[src/rtl/dpa_pkg.sv]
package dpa_pkg;

  // Which side of the pair a decision refers to
  typedef enum logic {
    SIDE_P0 = 1'b0,
    SIDE_P1 = 1'b1
  } side_e;

  localparam int unsigned NUM_SIDES = 2;

endpackage

[src/rtl/dpa_port_track.sv]
// Per-port tracker: notices whether the port is parked on the same word as
// last cycle and gates its write strobe with an inhibit captured at the first
// cycle of each write.
module dpa_port_track #(
  parameter int unsigned AW = 15
) (
  input  logic          clk,
  input  logic          rst_n,
  input  logic          en,
  input  logic [AW-1:0] addr,
  input  logic          wr,
  input  logic          inhibit,
  output logic          stay,
  output logic          wr_gated
);

  logic [AW-1:0] addr_q, addr_d;
  logic          en_q;
  logic          act_q;
  logic          inh_q, inh_d;
  logic          wr_act;
  logic          wr_start;
  logic          inh_use;

  always_comb begin
    wr_act   = en & wr;
    wr_start = wr_act & ~act_q;
    inh_use  = wr_start ? inhibit : inh_q;
    wr_gated = wr_act & ~inh_use;
    inh_d    = wr_act & inh_use;
    stay     = en & en_q & (addr == addr_q);
    addr_d   = en ? addr : addr_q;
  end

  always_ff @(posedge clk or negedge rst_n) begin
    if (!rst_n) begin
      addr_q <= '0;
      en_q   <= 1'b0;
      act_q  <= 1'b0;
      inh_q  <= 1'b0;
    end else begin
      addr_q <= addr_d;
      en_q   <= en;
      act_q  <= wr_act;
      inh_q  <= inh_d;
    end
  end

endmodule

[src/rtl/dpa_arbiter.sv]
// Clash detector and grant keeper. Decides which side loses a clash and
// flags the first cycle of each clash.
module dpa_arbiter
  import dpa_pkg::*;
#(
  parameter int unsigned AW = 15
) (
  input  logic          clk,
  input  logic          rst_n,
  input  logic          master,
  input  logic          en0,
  input  logic          en1,
  input  logic [AW-1:0] addr0,
  input  logic [AW-1:0] addr1,
  input  logic          stay0,
  input  logic          stay1,
  output logic          clash,
  output side_e         loser,
  output logic          new_clash
);

  logic  clash_q;
  side_e winner_q, winner_d;
  logic  continuing;

  always_comb begin
    clash      = master & en0 & en1 & (addr0 == addr1);
    continuing = clash_q & stay0 & stay1;
    if (continuing) begin
      winner_d = winner_q;
    end else if (stay1 & ~stay0) begin
      winner_d = SIDE_P1;
    end else begin
      winner_d = SIDE_P0;
    end
    loser     = (winner_d == SIDE_P0) ? SIDE_P1 : SIDE_P0;
    new_clash = clash & ~continuing;
  end

  always_ff @(posedge clk or negedge rst_n) begin
    if (!rst_n) begin
      clash_q  <= 1'b0;
      winner_q <= SIDE_P0;
    end else begin
      clash_q <= clash;
      if (clash) begin
        winner_q <= winner_d;
      end
    end
  end

endmodule

[src/rtl/dpa_collision_arbiter.sv]
module dpa_collision_arbiter
  import dpa_pkg::*;
#(
  parameter int unsigned AW = 15
) (
  input  logic          clk,
  input  logic          rst_n,
  input  logic          master_mode,
  input  logic          p0_en,
  input  logic [AW-1:0] p0_addr,
  input  logic          p0_wr,
  input  logic          p0_busy_in_n,
  input  logic          p1_en,
  input  logic [AW-1:0] p1_addr,
  input  logic          p1_wr,
  input  logic          p1_busy_in_n,
  output logic          p0_busy_n,
  output logic          p1_busy_n,
  output logic          p0_wr_gated,
  output logic          p1_wr_gated,
  output logic          collide_evt
);

  localparam int unsigned NS = NUM_SIDES;

  logic [NS-1:0]         en_v, wr_v, busy_in_n_v, busy_out_n_v;
  logic [NS-1:0]         inhibit_v, stay_v, gated_v;
  logic [NS-1:0][AW-1:0] addr_v;
  logic                  clash;
  side_e                 loser;
  logic                  new_clash;

  always_comb begin
    en_v        = {p1_en, p0_en};
    wr_v        = {p1_wr, p0_wr};
    busy_in_n_v = {p1_busy_in_n, p0_busy_in_n};
    addr_v[0]   = p0_addr;
    addr_v[1]   = p1_addr;
  end

  dpa_arbiter #(.AW(AW)) u_arb (
    .clk       (clk),
    .rst_n     (rst_n),
    .master    (master_mode),
    .en0       (en_v[0]),
    .en1       (en_v[1]),
    .addr0     (addr_v[0]),
    .addr1     (addr_v[1]),
    .stay0     (stay_v[0]),
    .stay1     (stay_v[1]),
    .clash     (clash),
    .loser     (loser),
    .new_clash (new_clash)
  );

  for (genvar s = 0; s < NS; s++) begin : g_side
    always_comb begin
      busy_out_n_v[s] = ~(clash & (loser == side_e'(s)));
      inhibit_v[s]    = master_mode ? ~busy_out_n_v[s] : ~busy_in_n_v[s];
    end

    dpa_port_track #(.AW(AW)) u_track (
      .clk      (clk),
      .rst_n    (rst_n),
      .en       (en_v[s]),
      .addr     (addr_v[s]),
      .wr       (wr_v[s]),
      .inhibit  (inhibit_v[s]),
      .stay     (stay_v[s]),
      .wr_gated (gated_v[s])
    );
  end

  always_comb begin
    p0_busy_n   = busy_out_n_v[0];
    p1_busy_n   = busy_out_n_v[1];
    p0_wr_gated = gated_v[0];
    p1_wr_gated = gated_v[1];
    collide_evt = new_clash;
  end

endmodule

[config.mk]
export PLATFORM = sky130hd
export DESIGN_NAME = dpa_collision_arbiter
export DESIGN_NICKNAME = d
export VERILOG_FILES = /design/src/rtl/dpa_pkg.sv /design/src/rtl/dpa_port_track.sv /design/src/rtl/dpa_arbiter.sv /design/src/rtl/dpa_collision_arbiter.sv
export SDC_FILE = /design/constraint.sdc
export NUM_CORES = 1
export LEC_CHECK = 0
export BUFFER_PORTS_ARGS = -buffer_cell sky130_fd_sc_hd__buf_2
export CAP_MARGIN = 20
export CORE_MARGIN = 2
export CORE_UTILIZATION = 49
export DETAILED_ROUTE_END_ITERATION = 10
export HOLD_SLACK_MARGIN = 0.1
export PLACE_DENSITY = 0.78
export SYNTH_ARGS = -nofsm -noshare
export SYNTH_HDL_FRONTEND = slang
export SYNTH_SLANG_ARGS = --single-unit
[constraint.sdc]
create_clock -name clk -period 2.35 [get_ports clk]
set_clock_uncertainty 0.2 [all_clocks]
set_input_delay 0.47 -clock clk [delete_from_list [all_inputs] [get_ports clk]]
set_output_delay 0.47 -clock clk [all_outputs]
set_load 0.02 [all_outputs]
After elaboration in Yosys (flattened, before gate mapping)
Cells that the tools add are included.
- bits in registers: 38
- bits of input ports: 39
- output and inout bits: 5
- word-level logic and storage cells: 51
- eq/ne operators: 3
- mux-type cells: 7
- bitwise operators: 31
- operators by type and width (operator ; count):
    $eq 15x15->1 ; 3
    $and 1x1->1 ; 21
    $not 1->1 ; 10
    $mux 1 ; 7

Longest topological paths before layout
- word-level depth: 12
- gate-level depth with buffers: 6
- gate-level depth less buffers: 5

Hierarchy
Synthesis repeated with hierarchy kept, for this count alone.
- cells, all modules: 155
- area, all modules: 1959.4 um^2
- by module, submodules not included (module ; instances ; cells each ; area each (um^2) ; seq. area each (um^2)):
    dpa_port_track ; 2 ; 60 ; 834.6 ; 450.4
    dpa_arbiter ; 1 ; 30 ; 252.7 ; 50.0
    dpa_collision_arbiter ; 1 ; 5 ; 37.5 ; 0.0

Worst setup path before layout
No wires, ideal clock.
- path type: in2out
- start: input p1_en
- end: output p1_wr_gated
- data arrival time: 2.010 ns
- required time: 1.680 ns
- setup slack: -0.330 ns
- cell stages on the path: 6
- path buffers: 1
- path through: buf_2 > nand2_1 > nand4b_1 > or4_1 > a211o_1 > a21oi_1
- longest elaborated chain between the ends: 11
- elaborated cells on any way between the ends: 16
- those cells by class: 5 x mux; 11 x bitwise
- ends and longest elaborated chain (what ; line ; source):
    start: declaration ; dpa_collision_arbiter.sv:13 ; input logic p1_en,
    $and 1x1->1 (2 in series) ; dpa_port_track.sv:31 ; stay = en & en_q & (addr == addr_q);
    $and 1x1->1 ; dpa_arbiter.sv:31 ; end else if (stay1 & ~stay0) begin
    $mux 1 ; dpa_arbiter.sv:31 ;
    $mux 1 ; dpa_arbiter.sv:29 ; if (continuing) begin
    $mux 1 ; dpa_arbiter.sv:36 ; loser = (winner_d == SIDE_P0) ? SIDE_P1 : SIDE_P0;
    $and 1x1->1 ; dpa_collision_arbiter.sv:58 ; busy_out_n_v[s] = ~(clash & (loser == side_e'(s)));
    $mux 1 ; dpa_collision_arbiter.sv:59 ; inhibit_v[s] = master_mode ? ~busy_out_n_v[s] : ~busy_in_n_v[s];
    $mux 1 ; dpa_port_track.sv:28 ; inh_use = wr_start ? inhibit : inh_q;
    $not 1->1 ; dpa_port_track.sv:29 ; wr_gated = wr_act & ~inh_use;
    $and 1x1->1 * ; dpa_port_track.sv:29 ;
    end: declaration ; dpa_collision_arbiter.sv:20 ; output logic p1_wr_gated,
Mark *: on every way between the ends. The rest lies on a longest branch, timed or not.

Final worst setup path
- start: register g_side[1].u_track.addr_q[8]
- end: output p1_wr_gated
- longest elaborated chain between the ends: 11
- elaborated cells on any way between the ends: 12
- those cells by class: 1 x eq/ne; 5 x mux; 6 x bitwise
- ends and longest elaborated chain (what ; line ; source):
    start: declaration ; dpa_port_track.sv:17 ; logic [AW-1:0] addr_q, addr_d;
    start signal: assignment ; dpa_port_track.sv:42 ; addr_q <= addr_d;
    $eq 15x15->1 * ; dpa_port_track.sv:31 ;
    $and 1x1->1 * ; dpa_port_track.sv:31 ;
    $and 1x1->1 ; dpa_arbiter.sv:31 ;
    $mux 1 ; dpa_arbiter.sv:31 ;
    $mux 1 * ; dpa_arbiter.sv:29 ;
    $mux 1 * ; dpa_arbiter.sv:36 ;
    $and 1x1->1 * ; dpa_collision_arbiter.sv:58 ;
    $mux 1 * ; dpa_collision_arbiter.sv:59 ;
    $mux 1 * ; dpa_port_track.sv:28 ;
    $not 1->1 * ; dpa_port_track.sv:29 ;
    $and 1x1->1 * ; dpa_port_track.sv:29 ;
Marks and branches as above.

==> metrics.md <==
| Metric | Value |
|---|---|
| Post-detail-place hpwl | 3.95 mm |
| Critical-path top delay cell | or4_4 |
| Wire per inst | 15.7 um |
| Tot Pwr | 1.62 mW |
| Yosys cell types | 30 |
| Fraction of registers with async set/reset | 100% |
| # diodes | 0 |
| Layout area overhead | 40.1% |
| Final count of pins violating max slew | 0 |
| CP Capture Type | primary output |
| CTS max path bufs | 2 |
| CP Launch Type | flop |
| Die height | 69.6 um |
| Antenna violations before repair | 0 |
| Tot GR Track Use | 22.3% |
| Final setup violation count | 5 |
| Final hold vios | 0 |
| R2R Path Start | g_side[1].u_track.addr_q[8]$_DFFE_PN0P_ |
| Antenna viol nets, final | 0 |
| CTS tree | yes |
| Least-Margin Pin Slew | 0.486 ns |
| Setup ws final | -0.479 ns |
| Max_slew headroom | 67.6% |
| Synthesized area | 0.00211 mm2 |
| Fin nets | 308 |
| Overflow after GRT | 0 |
| Clk slew on worst S/H paths | 0.07 ns |
| Run status | finished, violations left |
| Instance count on the critical path | 6 |
| CP top delay family | simple AND/OR/NAND/NOR gates |
| Number of max-cap violations | 0 |
| Initial DRT Pass Iterations | 4 |
| Core Util, Final | 72.8% |
| Row Count | 23 |
| Starting Density | 52.0% |
| Highest metal used | met4 |
| Buf+Inv Stages, Crit Path | 1 |
| Starting DRT DRC Count | 96 |
| Post-synthesis net count | 217 |
| Internal Pwr Total | 1.18 mW |
| First-pass GRT wire length | 8.44 mm |
| Fin crit period | 2.83 ns |
| Post-synth EDFFs | 0 |
| Hold WC Path Type | in2reg |
| Part of the cycle the worst path needs | 120% |
| #FFs+latches synth | 38 |
| Clk sink count | 38 |
| Unrepaired setup endpoints after global routing | true |
| Number of buffers created by CTS | 5 |
| Sw Pwr | 0.442 mW |
| Critical-path maximum fanout | 2 |
| Vias in the first global route | 1804 |
| Seq pwr share | 46.4% |
| Root Buffer | clkbuf_8 |
| CP arrival | 2.16 ns |
| Peak supply drop | 0.374 mV |
| DR WL met3 | 261 um |
| GP Congestion | 1.00 |
| Dpl ws | -0.495 ns |
| DIE WIDTH | 69.6 um |
| Critical path class | reg2out |
| Ys flop type | dfrtp_1 |
| RR Endpoint | g_side[1].u_track.inh_q$_DFF_PN0_ |
| Synth warn | 0 |
| Std-Cell Core Area | 0.00406 mm2 |
| Clk pwr share | 28.0% |
| H-tree levels | 2 |
| Total wire length | 5.03 mm |
| Routed wl met2 | 2.46 mm |
| Syn Area/Cell | 11.9 um2 |
| F_max | 0.353 GHz |
| Share of post-route cells with drive strength above 1 | 53.7% |
| Die area | 0.00485 mm2 |
| Clock latency on the worst-skew pair | 0.28 ns |
| Post-synthesis sequential area ratio | 45.1% |
| Switching fraction of total power | 27.3% |
| Largest net degree at the start of global routing | 39 |
| Buffers added on ports | 43 |
| Crit-path cells | xnor2_2, nand4b_1, or4_4, a211o_1, a21oi_4, buf_6 |
| Wl on met1 | 2.24 mm |
| Vias after detailed routing | 1697 |
| Crit path from | g_side[1].u_track.addr_q[8]$_DFFE_PN0P_ |
| Leak | 1.34 nW |
| Power per cell area | 548 mW/mm2 |
| Vias per Instance | 5.30 |
| CP Capture Point | p1_wr_gated |
| Data required, critical path | 1.68 ns |
| I/O pins | 44 |
| Failing checks | negative setup slack |
| Crit path largest cell delay | 0.55 ns |
| Reg2Reg Depth | 5 |
| DRC viols | 0 |
| R2R setup slack | 0.24 ns |
| Cells after Synth | 178 |
| Comb pwr share | 25.6% |
## cell families after synthesis
group                  share of synthesized area [%]
XOR/XNOR                                        18.7
AND/OR/NAND/NOR                                 14.8
buffers and inverters                           1.72
flip-flops                                      45.1
AO/OA/AOI/OAI                                   3.74
multiplexers                                    16.0
## placed cells by master (no fill, tap or decap), drive strengths merged
master,synthesis,final
or4,3,3
a211o,1,1
nor4,10,10
xor2,18,18
mux2,30,30
a211oi,2,2
nand4b,2,2
nand4bb,1,1
nand4,13,13
dfrtp,38,38
o21ai,1,1
nand2,7,7
o41ai,1,1
and2,1,1
clkinv,0,1
a21oi,2,2
and4,1,1
nor2,3,3
a31oi,1,1
buf,4,87
xnor2,27,27
nor3,1,1
a21o,1,1
inv,5,5
nor2b,2,2
dlygate4sd3,0,1
clkbuf,0,7
o211ai,1,1
and3,2,2
## through the flow
stage / instance area, um2 / TNS (ns) / instances / hold WS (ns)
after floorplan: 2160 / -0.236 / 178 / -0.0256
after global placement: 2730 / -1.58 / 309 / 0.285
after detailed placement: 2730 / -1.76 / 309 / 0.299
after CTS: 2940 / -1.94 / 321 / 0.249
after global routing: 2960 / -2.20 / 320 / 0.264
final: 2960 / -1.71 / 320 / 0.256
## worst min-delay path by stage
stage                                    start                           endpoint  slack [ns]  cells past startpoint
finish                                   p1_en   g_side[1].u_track.en_q$_DFF_PN0_        0.26                      2
global placement    u_arb.winner_q$_DFFE_PN0P_         u_arb.winner_q$_DFFE_PN0P_        0.28                      1
global route                             p1_en   g_side[1].u_track.en_q$_DFF_PN0_        0.26                      2
floorplan                                rst_n  g_side[0].u_track.act_q$_DFF_PN0_       -0.03                      0
detailed placement  u_arb.winner_q$_DFFE_PN0P_         u_arb.winner_q$_DFFE_PN0P_        0.30                      1
CTS                                      p1_en   g_side[1].u_track.en_q$_DFF_PN0_        0.25                      2
## routing by layer
metal / global-route usage (%) / vias up
met5: 0 / -
met4: 7.05 / 0
met3: 5.81 / 6
met2: 36.8 / 46
met1: 28.8 / 813
li1: - / 832
## synthesized netlist by cell type, types with 3 or more instances
cell,number,share of area (%)
nand4_1,13,3.9
dfrtp_1,38,45
nor4_1,8,2.4
nor2_1,3,0.53
mux2_2,30,16
nand2_1,7,1.2
xnor2_1,27,11
xor2_1,18,7.5
inv_1,5,0.89
## timing repair
action                                 in CTS  in global routing
hold buffers                                1                  0
endpoints found under the hold margin      38                  0
setup endpoints to repair                   5                  6
pin swaps                                  10                  8
resized for setup                          18                  3
setup buffers                               3                  1
## power by group through the flow
stage                     logic (mW)  clock network (mW)  registers [mW]
after detailed placement       0.385                   0           0.760
after global placement         0.377                   0           0.756
after floorplan                0.199                   0           0.752
after CTS                      0.419               0.467           0.752
after global routing           0.451               0.494           0.758
final                          0.415               0.453           0.751
## registers in the layout, summed over array words and instances (netlist names)
register and flops:
u_arb.winner_q 1, g_side.u_track.act_q 2, g_side.u_track.inh_q 2, g_side.u_track.addr_q 30, u_arb.clash_q 1, g_side.u_track.en_q 2
## final cells by class
| type | instances | area (um2) |
|---|---|---|
| Clock buffer | 7 | 86.3 |
| Clock inverter | 1 | 5.00 |
| Fill cell | 291 | 1100 |
| Inverter | 5 | 18.8 |
| Multi-Input combinational cell | 131 | 1250 |
| Sequential cell | 38 | 951 |
| Tap cell | 50 | 62.6 |
| Timing Repair Buffer | 88 | 581 |
No activity file was read; power rests on OpenSTA's default activity.
